[config.mk]
export PLATFORM = sky130hd
export DESIGN_NAME = lut_crc_verifier
export DESIGN_NICKNAME = d
export VERILOG_FILES = /design/src/rtl/lcv_pkg.sv /design/src/rtl/lcv_rec_check.sv /design/src/rtl/lcv_crc_acc.sv /design/src/rtl/lcv_res_fmt.sv /design/src/rtl/lut_crc_verifier.sv
export SDC_FILE = /design/constraint.sdc
export NUM_CORES = 1
export LEC_CHECK = 0
export ABC_AREA = 1
export CORE_MARGIN = 5
export CORE_UTILIZATION = 34
export CTS_CLUSTER_DIAMETER = 30
export CTS_CLUSTER_SIZE = 16
export DETAILED_ROUTE_END_ITERATION = 16
export DONT_BUFFER_PORTS = 1
export HOLD_SLACK_MARGIN = 0.12
export PLACE_DENSITY = 0.57
export SYNTH_ARGS = -nofsm -noshare
export SYNTH_HDL_FRONTEND = slang
export SYNTH_SLANG_ARGS = --single-unit
[constraint.sdc]
create_clock -name clk -period 6.1 [get_ports clk]
set_input_delay 1.83 -clock clk [delete_from_list [all_inputs] [get_ports clk]]
set_output_delay 1.83 -clock clk [all_outputs]
set_load 0.03 [all_outputs]
[src/rtl/lcv_pkg.sv]
package lcv_pkg;
   localparam int WORD_W = 16;
   localparam int CRC_W  = 22;
   localparam int ID_W   = 12;
   localparam int CHIP_N = 6;
   localparam int CIDX_W = 3;
   localparam int SEL_W  = CIDX_W + 2 + 4;

   typedef logic [WORD_W-1:0] word_t;

   typedef enum logic [2:0] {
      S_IDLE, S_FETCH, S_CHECK, S_SCAN, S_DRAIN, S_EMIT
   } seq_st_t;

   // one data word into the checksum, most significant bit first
   function automatic logic [CRC_W-1:0] crc_step(input logic [CRC_W-1:0] c,
                                                 input word_t d,
                                                 input logic [CRC_W-1:0] poly);
      logic [CRC_W-1:0] r;
      logic fb;
      r = c;
      for (int i = WORD_W-1; i >= 0; i--) begin
         fb = r[CRC_W-1] ^ d[i];
         r  = {r[CRC_W-2:0], 1'b0} ^ (fb ? poly : '0);
      end
      return r;
   endfunction

   function automatic logic kind_ok(input logic [3:0] k);
      return (k == 4'd1) || (k == 4'd2) || (k == 4'd3) || (k == 4'd4) || (k == 4'd8);
   endfunction
endpackage

[src/rtl/lcv_rec_check.sv]
module lcv_rec_check
   import lcv_pkg::*;
(
   input  logic [3:0][WORD_W-1:0] rec,
   output logic                   rec_ok,
   output logic [CIDX_W-1:0]      chip_idx
);
   logic [3:0] tag_ok;
   logic [CHIP_N-1:0] chips;

   assign chips = rec[0][8 +: CHIP_N];

   genvar g;
   generate
      for (g = 0; g < 4; g++) begin : g_tag
         assign tag_ok[g] = (rec[g][15:14] == 2'(g));
      end
   endgenerate

   always_comb begin
      chip_idx = '0;
      for (int j = 0; j < CHIP_N; j++)
         if (chips[j]) chip_idx = CIDX_W'(j);
   end

   always_comb begin
      rec_ok = (&tag_ok)
             && $onehot(chips)
             && (rec[0][7:6] == 2'b00)
             && (rec[0][5:4] != 2'b00)
             && kind_ok(rec[0][3:0])
             && (rec[1][13:12] == 2'b00)
             && (rec[2][13:12] == 2'b00)
             && (rec[3][13:12] == 2'b00);
   end
endmodule

[src/rtl/lcv_crc_acc.sv]
module lcv_crc_acc
   import lcv_pkg::*;
#(
   parameter logic [CRC_W-1:0] POLY = 22'h2B4C35
)(
   input  logic             clk,
   input  logic             rst_n,
   input  logic             clr,
   input  logic             en,
   input  word_t            din,
   output logic [CRC_W-1:0] crc
);
   always_ff @(posedge clk or negedge rst_n) begin
      if (!rst_n)   crc <= '0;
      else if (clr) crc <= '0;
      else if (en)  crc <= crc_step(crc, din, POLY);
   end


   crc_hold_chk: assert property (@(posedge clk) disable iff (!rst_n)
      (!en && !clr) |=> $stable(crc));
endmodule

[src/rtl/lcv_res_fmt.sv]
module lcv_res_fmt
   import lcv_pkg::*;
(
   input  logic [3:0][WORD_W-1:0] rec,
   input  logic [ID_W-1:0]        id_rd,
   input  logic [CRC_W-1:0]       crc,
   output logic [3:0][WORD_W-1:0] res,
   output logic                   any_bad
);
   logic [CRC_W-1:0] crc_exp;
   logic id_bad, crc_bad;

   assign crc_exp = {rec[3][10:0], rec[2][10:0]};
   assign id_bad  = (id_rd != rec[1][ID_W-1:0]);
   assign crc_bad = (crc != crc_exp);
   assign any_bad = id_bad | crc_bad;

   assign res[0] = rec[0];
   assign res[1] = {2'b01, 1'b0, id_bad, id_rd};
   assign res[2] = {2'b10, 2'b00, ^crc[10:0], crc[10:0]};
   assign res[3] = {2'b11, 1'b0, crc_bad, ^crc[21:11], crc[21:11]};
endmodule

[src/rtl/lut_crc_verifier.sv]
module lut_crc_verifier
   import lcv_pkg::*;
#(
   parameter int               TBL_AW    = 4,
   parameter logic [CRC_W-1:0] CRC_POLY  = 22'h2B4C35,
   parameter int               VF_DEPTH  = 1024,
   parameter int               START_BIT = 2,
   localparam int              ADDR_W    = SEL_W + TBL_AW,
   localparam int              CNT_W     = $clog2(VF_DEPTH)
)(
   input  logic              clk,
   input  logic              rst_n,
   input  logic              act_wr,
   input  logic [15:0]       act_data,
   input  logic              seq_clr,
   input  logic              tgt_sel,
   output logic              bus_err,
   input  logic              mf_empty,
   input  logic [15:0]       mf_data,
   output logic              mf_rd,
   output logic              mem_rd_en,
   output logic [ADDR_W-1:0] mem_addr,
   input  logic [15:0]       mem_rdata,
   input  logic [CNT_W:0]    vf_count,
   output logic              vf_push,
   output logic [15:0]       vf_data,
   output logic [15:0]       stat_word
);
   localparam int PAD_W = 11 - CNT_W;
   localparam logic [TBL_AW-1:0] TOP_IDX = '1;

   generate
      if (TBL_AW < 1 || TBL_AW > 16) begin : g_bad_aw
         $error("TBL_AW out of range");
      end
      if (VF_DEPTH < 4 || VF_DEPTH > 1024 || (1 << CNT_W) != VF_DEPTH) begin : g_bad_depth
         $error("VF_DEPTH must be a power of two, 4..1024");
      end
      if (START_BIT < 0 || START_BIT > 15) begin : g_bad_bit
         $error("START_BIT out of range");
      end
   endgenerate

   seq_st_t                state;
   logic [3:0][WORD_W-1:0] rec_q;
   logic [1:0]             wcnt, ecnt;
   logic [TBL_AW-1:0]      idx;
   logic                   rd_v, rd_last;
   logic [ID_W-1:0]        id_rd;
   logic                   done_q, fail_q;
   logic                   busy, start_go, vf_full, rec_ok, any_bad;
   logic [CIDX_W-1:0]      chip_idx;
   logic [CRC_W-1:0]       crc;
   logic [3:0][WORD_W-1:0] res;

   assign busy     = (state != S_IDLE);
   assign start_go = act_wr && act_data[START_BIT] && !busy && !seq_clr;
   assign vf_full  = (vf_count == (CNT_W+1)'(VF_DEPTH));
   assign bus_err  = tgt_sel && busy;

   lcv_rec_check u_chk (.rec(rec_q), .rec_ok(rec_ok), .chip_idx(chip_idx));

   lcv_crc_acc #(.POLY(CRC_POLY)) u_crc (
      .clk(clk), .rst_n(rst_n), .clr(state == S_CHECK), .en(rd_v),
      .din(mem_rdata), .crc(crc));

   lcv_res_fmt u_fmt (.rec(rec_q), .id_rd(id_rd), .crc(crc), .res(res), .any_bad(any_bad));

   assign mf_rd     = (state == S_FETCH) && !mf_empty && !seq_clr;
   assign mem_rd_en = (state == S_SCAN);
   assign mem_addr  = {chip_idx, rec_q[0][5:4], rec_q[0][3:0], idx};
   assign vf_push   = (state == S_EMIT) && !vf_full && !seq_clr;
   assign vf_data   = res[ecnt];
   assign stat_word = {vf_full, (vf_count == '0), done_q, busy, fail_q,
                       {PAD_W{1'b0}}, vf_count[CNT_W-1:0]};

   always_ff @(posedge clk or negedge rst_n) begin
      if (!rst_n) begin
         state <= S_IDLE; rec_q <= '0; wcnt <= '0; ecnt <= '0; idx <= '0;
         rd_v <= 1'b0; rd_last <= 1'b0; id_rd <= '0; done_q <= 1'b0; fail_q <= 1'b0;
      end else if (seq_clr) begin
         state <= S_IDLE; wcnt <= '0; ecnt <= '0;
         rd_v <= 1'b0; rd_last <= 1'b0; done_q <= 1'b0; fail_q <= 1'b0;
      end else begin
         rd_v    <= (state == S_SCAN);
         rd_last <= (state == S_SCAN) && (idx == TOP_IDX);
         if (rd_v && rd_last) id_rd <= mem_rdata[ID_W-1:0];
         case (state)
            S_IDLE: if (start_go) begin
               state <= S_FETCH; wcnt <= '0; done_q <= 1'b0; fail_q <= 1'b0;
            end
            S_FETCH: if (mf_empty) begin
               state <= S_IDLE; done_q <= 1'b1; wcnt <= '0;
            end else begin
               rec_q[wcnt] <= mf_data;
               wcnt        <= wcnt + 2'd1;
               if (wcnt == 2'd3) state <= S_CHECK;
            end
            S_CHECK: begin
               idx   <= '0;
               state <= rec_ok ? S_SCAN : S_FETCH;
            end
            S_SCAN: begin
               idx <= idx + 1'b1;
               if (idx == TOP_IDX) state <= S_DRAIN;
            end
            S_DRAIN: begin
               state <= S_EMIT; ecnt <= '0;
            end
            S_EMIT: if (!vf_full) begin
               ecnt <= ecnt + 2'd1;
               if (ecnt == 2'd0) fail_q <= fail_q | any_bad;
               if (ecnt == 2'd3) state <= S_FETCH;
            end
            default: state <= S_IDLE;
         endcase
      end
   end


   start_busy_chk: assert property (@(posedge clk) disable iff (!rst_n)
      start_go |=> busy);

   done_idle_chk: assert property (@(posedge clk) disable iff (!rst_n)
      !(done_q && busy));

   fail_rise_chk: assert property (@(posedge clk) disable iff (!rst_n)
      $rose(fail_q) |-> $past(state == S_EMIT));

   clr_idle_chk: assert property (@(posedge clk) disable iff (!rst_n)
      seq_clr |=> (!busy && !done_q && !fail_q));

   port_excl_chk: assert property (@(posedge clk) disable iff (!rst_n)
      !(mf_rd && (vf_push || mem_rd_en)));
endmodule

==> results of run 1 <==
## synthesized netlist by cell type, drive strengths merged
master	instances	share of area
clkbuf	25	0.012
a32oi	1	0.0011
buf	24	0.024
a221oi	1	0.0011
o221ai	1	0.0011
xnor3	2	0.0058
o2111ai	1	0.0011
nor4	8	0.0065
nand3	74	0.055
dfrtp	111	0.36
o22ai	16	0.013
a21oi	18	0.012
clkinv	1	0.00049
conb	1	0.00049
xnor2	30	0.036
nand2	291	0.16
xor2	60	0.074
a31oi	2	0.0016
mux2	7	0.010
fa	2	0.0052
o211ai	3	0.0049
nor3b	4	0.0039
nor3	7	0.0045
nand4	6	0.0049
inv	121	0.059
o21ai	113	0.073
a22o	1	0.0011
ha	13	0.021
or2	7	0.0057
nor2	66	0.033
nand3b	3	0.0029
## tightest hold or removal path, stage by stage, from the launching register on
cell and delay [ns]:
sky130_fd_sc_hd__dfrtp_1 0.35, sky130_fd_sc_hd__nand2_1 0.05, sky130_fd_sc_hd__o21ai_0 0.06
## through the flow
step	std cells	cell area (um^2)	util	hold WS [ns]	setup WS (ns)
floorplan	1020	7700	-	0.453	1.44
global placement	1258	7790	0.346	0.466	1.13
detailed placement	1258	7790	0.346	0.474	1.09
CTS	1273	8120	0.361	0.492	1.22
global route	1273	8120	0.361	0.518	1.07
finish	1273	8120	0.361	0.489	1.26
## metal layers
metal / vias up / track usage
met4: 0 / 0.0489
met1: 2995 / 0.238
met2: 187 / 0.277
met5: - / 0
met3: 18 / 0.0408
li1: 3164 / -
## layout make-up
| type | count | area share |
|---|---|---|
| clock buffers | 10 | 0.0294 |
| flip-flops and latches | 111 | 0.342 |
| repair buffers | 2 | 0.00185 |
| multi-input cells | 738 | 0.516 |
| inverters | 122 | 0.0564 |
| well taps | 285 | 0.0439 |
| clock inverters | 5 | 0.0100 |
## sequential cells by signal, indices dropped and copies added (netlist names)
register / flops
rec_q: 56
u_crc.crc: 22
id_rd: 12
mem_addr: 6
idx: 4
state: 3
ecnt: 2
wcnt: 2
done_q: 1
fail_q: 1
rd_last: 1
rd_v: 1
## kinds of logic (layout without fill, tap and decap cells)
kind of cell             Yosys count  count (layout)  share of synthesized area
buffers and inverters            171             139                     0.0957
AO/OA/AOI/OAI                    157             157                      0.110
other                              1               1                   0.000487
multiplexers                       7               7                     0.0102
XOR/XNOR                          92              92                      0.116
AND/OR/NAND/NOR                  466             466                      0.280
flip-flops                       111             111                      0.361
adder cells (fa/ha/maj)           15              15                     0.0263
## final timing paths
check	start	end	cells past startpoint
min in group asynchronous	rst_n	idx[0]	0
worst max-delay path	ecnt[0]	vf_data[8]	4
worst min-delay path	rec_q[14]	rec_q[14]	2
worst max register to register	u_crc.crc[19]	u_crc.crc[19]	19
max in group asynchronous	rst_n	id_rd[6]	0
worst min register to register	rec_q[14]	rec_q[14]	2
==> impl_summary.log, run 1 <==
INFO  metric status = completed
INFO  metric layout_min_cycle_time = 4.84 ns
INFO  metric area_delta_synth_final = 5.36%
INFO  metric post_cts_resize_count = 0
INFO  metric die_h = 161 um
INFO  metric start_kind = flip-flop
INFO  metric place_hpwl = 17000 um
INFO  metric clkTransAtPathRegs = 0.07 ns
INFO  metric route.final.wire_length = 22200 um
INFO  metric slew_viol_final = 0
INFO  metric detail_route.wirelength.met1 = 10100 um
INFO  metric finalClockSkew = 0.00995 ns
INFO  metric timing_hold_violations_final = 0
INFO  metric multiInputGateArea = 4190 um^2
INFO  metric cts_hold_repair.buffers = 0
INFO  metric cts_inserted_buffers = 9
INFO  metric syn-cell-area = 7700 um^2
INFO  metric reg2reg_setup_slack = 2.24 ns
INFO  metric floorplan.rows = 55
INFO  metric rsz0062_at_grt = no
INFO  metric cts_root_buf = sky130_fd_sc_hd__clkbuf_16
INFO  metric antenna_found_initial = 1
INFO  metric met3_length = 1470 um
INFO  metric cts_tree = yes
INFO  metric number_of_endpoints_failing_setup_at_the_final_stage = 0
INFO  metric cts_max_path_buffers = 2
INFO  metric top_layer_used = met4
INFO  metric pin_slew_with_the_least_headroom_to_its_limit = 1.11 ns
INFO  metric layout_commonest_cell = sky130_fd_sc_hd__nand2_1
INFO  metric critPathTopFamily = buffers and inverters
INFO  metric vias_per_cell = 5.00
INFO  metric track_usage = 0.174
INFO  metric worst_slew_margin_rel = 0.254
INFO  metric start_util = 0.342
INFO  metric postSynthCellCount = 1020
INFO  metric cts_htree_levels = 3
INFO  metric number_of_global_route_vias_before_repair = 6106
INFO  metric synth_sequential_area_ratio = 0.361
INFO  metric post_route_cells_drive_above_1_share = 0.109
INFO  metric dieArea = 25800 um^2
INFO  metric max_capacitance_violation_count = 0
INFO  metric holdCritPathClass = reg -> reg
INFO  metric drt-wirelength-per-cell = 17.4 um
INFO  metric grt_first_pass_wirelength = 35200 um
INFO  metric crit_path_max_fanout = 27
INFO  metric worst_ep_arrival_time = 3.01 ns
INFO  metric mapped_avg_cell_area = 7.55 um^2
INFO  metric flop_and_latch_count_out_of_synthesis = 111
INFO  metric setup.worst_path.end_class = primary output
INFO  metric count_of_synthesis_stage_warnings_from_yosys = 0
INFO  metric path_cells = inv_1 -> buf_4 -> o21ai_0 -> o21ai_0
INFO  metric port_buffer_count = 0
INFO  metric route.vias.total = 6364
INFO  metric ant_nets = 0
INFO  metric diodes = 0
INFO  metric grt_overflow_total = 0
INFO  metric cts_post_setup_buffers_inserted = 0
INFO  metric setup-tns-final = 0 ns
INFO  metric cp_slowest_stage_delay = 0.83 ns
INFO  metric critPathMostFrequentCell = sky130_fd_sc_hd__o21ai_0
INFO  metric worst-setup-path-type = reg -> out
INFO  metric grt_max_degree = 112
INFO  metric drt_pre_antenna_iters = 5
INFO  metric syn-num-nets = 1100
INFO  metric drcViolationCount = 0
INFO  metric num_io_pins = 114
INFO  metric fillCellCount = 2365
INFO  metric required = 4.27 ns
INFO  metric route.met2.wl = 10300 um
INFO  metric cp.buffers_inverters = 2
INFO  metric initialDrtViolationCount = 543
INFO  metric max_freq = 207 MHz
INFO  metric fp.dieW = 161 um
INFO  metric place_congestion = 0.881
INFO  metric ff_latch_area = 2780 um^2
INFO  metric design.core.area = 22500 um^2
INFO  metric min_period_over_period = 0.793
INFO  metric worstSkewPairLatency = 0.36 ns
INFO  metric netlist-cell-type-count = 43
INFO  metric critPathSlowestCell = sky130_fd_sc_hd__o21ai_0
INFO  metric design.final.nets = 1064
INFO  metric cts_sinks = 111
INFO  metric mostFrequentLayoutCells = 248 x sky130_fd_sc_hd__nand2_1, 111 x sky130_fd_sc_hd__dfrtp_1, 109 x sky130_fd_sc_hd__o21ai_0
Power of run 1 is not shown: default switching activity piles up to over one toggle a cycle in this logic, so the estimate is an artifact.
==> run 2, diff against run 1 <==
Clock period 6.1 ns to 4.7 ns, I/O delays scaled along.
==> run 2 against run 1 <==
- wire length decreased by 0.51%
- critical path depth increased by 24
- core utilization increased by 0.18 points
- global-route usage decreased by 0.12 points
- critical endpoint is now u_crc.crc[19]
- clock-buffer cell count unchanged
- register-to-register slack got worse by 1.3 ns
- first-iteration DRC count decreased by 15%
==> impl_summary.log, run 2 (synthesized netlist as in run 1, its figures left out) <==
INFO  metric place_hpwl = 17100 um (was 17000 um)
INFO  metric layout_commonest_cell = sky130_fd_sc_hd__nand2_1 (unchanged)
INFO  metric initialDrtViolationCount = 462 (was 543)
INFO  metric design.core.area = 22500 um^2 (unchanged)
INFO  metric num_io_pins = 114 (unchanged)
INFO  metric start_util = 0.342 (unchanged)
INFO  metric cts_root_buf = sky130_fd_sc_hd__clkbuf_16 (unchanged)
INFO  metric grt_first_pass_wirelength = 35100 um (was 35200 um)
INFO  metric rsz0062_at_grt = no (unchanged)
INFO  metric dpl_worst_slack = 0.171 ns (was 1.09 ns)
INFO  metric start_kind = input port (was flip-flop)
INFO  metric worst-setup-path-type = in -> reg (was reg -> out)
INFO  metric whs_path_depth = 2 (unchanged)
INFO  metric hold_path_end = rec_q[15] (was rec_q[14])
INFO  metric cts_sinks = 111 (unchanged)
INFO  metric cts_max_path_buffers = 2 (unchanged)
INFO  metric cp_slowest_stage_delay = 0.33 ns (was 0.83 ns)
INFO  metric critPathSlowestCell = sky130_fd_sc_hd__nand2_1 (was sky130_fd_sc_hd__o21ai_0)
INFO  metric route.final.wire_length = 22100 um (was 22200 um)
INFO  metric max_capacitance_violation_count = 0 (unchanged)
INFO  metric design.final.nets = 1077 (was 1064)
INFO  metric cts_hold_repair.buffers = 0 (unchanged)
INFO  metric fin_ws = 0.477 ns (was 1.26 ns)
INFO  metric worst_slew_margin_rel = 0.342 (was 0.254)
INFO  metric r2r_end = u_crc.crc[19] (unchanged)
INFO  metric number_of_endpoints_failing_setup_at_the_final_stage = 0 (unchanged)
INFO  metric rr_startpoint = u_crc.crc[15] (was u_crc.crc[19])
INFO  metric setup-tns-final = 0 ns (unchanged)
INFO  metric port_buffer_count = 0 (unchanged)
INFO  metric area_delta_synth_final = 5.90% (was 5.36%)
INFO  metric biggestRegsByFlops = rec_q x56, u_crc.crc x22, id_rd x12 (unchanged)
INFO  metric post_cts_resize_count = 0 (unchanged)
INFO  metric drt-wirelength-per-cell = 17.2 um (was 17.4 um)
INFO  metric worst_ep_arrival_time = 4.47 ns (was 3.01 ns)
INFO  metric critPathMostFrequentCell = sky130_fd_sc_hd__nand2_1 (was sky130_fd_sc_hd__o21ai_0)
INFO  metric crit_path_max_fanout = 11 (was 27)
INFO  metric min_period_over_period = 0.898
INFO  metric dp.cells = 1271 (was 1258)
INFO  metric die_h = 161 um (unchanged)
INFO  metric number_of_global_route_vias_before_repair = 6132 (was 6106)
INFO  metric finish.utilization = 0.362 (was 0.361)
INFO  metric grt_max_degree = 112 (unchanged)
INFO  metric track_usage = 0.173 (was 0.174)
INFO  metric top_register = rec_q (unchanged)
INFO  metric finish.cell_count_without_fillers = 1286 (was 1273)
INFO  metric reg2reg_setup_slack = 0.97 ns (was 2.24 ns)
INFO  metric layout_min_cycle_time = 4.22 ns
INFO  metric worstSkewPairLatency = 0.37 ns (was 0.36 ns)
INFO  metric drcViolationCount = 0 (unchanged)
INFO  metric fillCellCount = 2352 (was 2365)
INFO  metric clkTransAtPathRegs = 0.07 ns (about the same)
INFO  metric diodes = 0 (unchanged)
INFO  metric required = 4.95 ns (was 4.27 ns)
INFO  metric slew_viol_final = 0 (unchanged)
INFO  metric drt_pre_antenna_iters = 7 (was 5)
INFO  metric multiInputGateArea = 4190 um^2 (unchanged)
INFO  metric max_freq = 237 MHz
INFO  metric cts_tree = yes (unchanged)
INFO  metric ant_nets = 0 (unchanged)
INFO  metric place_congestion = 0.905 (was 0.881)
INFO  metric cts_htree_levels = 3 (unchanged)
INFO  metric grt_overflow_total = 0 (unchanged)
INFO  metric floorplan.rows = 55 (unchanged)
INFO  metric hold_path.startpoint = rec_q[15] (was rec_q[14])
INFO  metric cts_inserted_buffers = 9 (unchanged)
INFO  metric vias_per_cell = 4.96 (was 5.00)
INFO  metric dieArea = 25800 um^2 (unchanged)
INFO  metric cts_post_setup_buffers_inserted = 0 (unchanged)
INFO  metric status = completed (unchanged)
INFO  metric timing_hold_violations_final = 0 (unchanged)
INFO  metric route.vias.total = 6381 (was 6364)
INFO  metric setup.worst_path.end_class = flip-flop (was primary output)
INFO  metric pin_slew_with_the_least_headroom_to_its_limit = 0.976 ns (was 1.11 ns)
INFO  metric ff_latch_area = 2780 um^2 (unchanged)
INFO  metric fp.dieW = 161 um (unchanged)
INFO  metric largest_register_ffs = 56 (unchanged)
INFO  metric holdCritPathClass = reg -> reg (unchanged)
INFO  metric mostFrequentLayoutCells = 248 x sky130_fd_sc_hd__nand2_1, 111 x sky130_fd_sc_hd__dfrtp_1, 109 x sky130_fd_sc_hd__o21ai_0 (unchanged)
INFO  metric finalClockSkew = 0.00685 ns (was 0.00995 ns)
INFO  metric reg2reg_depth = 29 (was 19)
INFO  metric post_route_cells_drive_above_1_share = 0.120 (was 0.109)
INFO  metric antenna_found_initial = 0 (was 1)
[run 2: changes by cell type in the layout (fill, tap and decap cells not counted)]
cell	delta
sky130_fd_sc_hd__clkbuf_1	+1
sky130_fd_sc_hd__clkinv_4	+1
sky130_fd_sc_hd__buf_4	+13
sky130_fd_sc_hd__clkbuf_8	-1
sky130_fd_sc_hd__clkinv_2	+1
sky130_fd_sc_hd__bufinv_16	-2
[run 2: cell type report]
| class | count | area share |
|---|---|---|
| Clock buffer | 10 | 0.0281 |
| Clock inverter | 5 | 0.00430 |
| Timing Repair Buffer | 15 | 0.0138 |
| Tap cell | 285 | 0.0437 |
| Inverter | 122 | 0.0561 |
| Sequential cell | 111 | 0.341 |
| Multi-Input combinational cell | 738 | 0.513 |
[run 2: per-layer routing]
metal | global-route usage | vias to the layer above | wire (um)
li1 | - | 3194 | -
met2 | 0.283 | 180 | 10200
met3 | 0.0446 | 21 | 1450
met4 | 0.0407 | 0 | 296
met5 | 0 | - | 0
met1 | 0.231 | 2986 | 10200
[run 2: worst max path at each step]
| stage | startpoint | end | slack (ns) | cells after the start |
|---|---|---|---|---|
| finish | mem_rdata[15] | u_crc.crc[19] | 0.48 | 28 |
| global route | mem_rdata[15] | u_crc.crc[19] | 0.21 | 28 |
| CTS | mem_rdata[15] | u_crc.crc[19] | 0.55 | 28 |
| detailed placement | mem_rdata[15] | u_crc.crc[19] | 0.17 | 28 |
| global placement | mem_rdata[15] | u_crc.crc[19] | 0.22 | 28 |
| floorplan | mem_rdata[15] | u_crc.crc[19] | 0.84 | 31 |
[run 2: metrics by stage]
step	area, um^2	hold slack, ns
finish	8160	0.491
global route	8160	0.513
CTS	8160	0.492
detailed placement	7890	0.474
global placement	7890	0.467
floorplan	7700	0.453
[run 2: critical path: cells and delay by family]
| kind | cells | cell delay [ns] |
|---|---|---|
| buffers and inverters | 6 | 0.48 |
| AND/OR/NAND/NOR | 22 | 2.55 |
Power of run 2 is left out for the same reason.
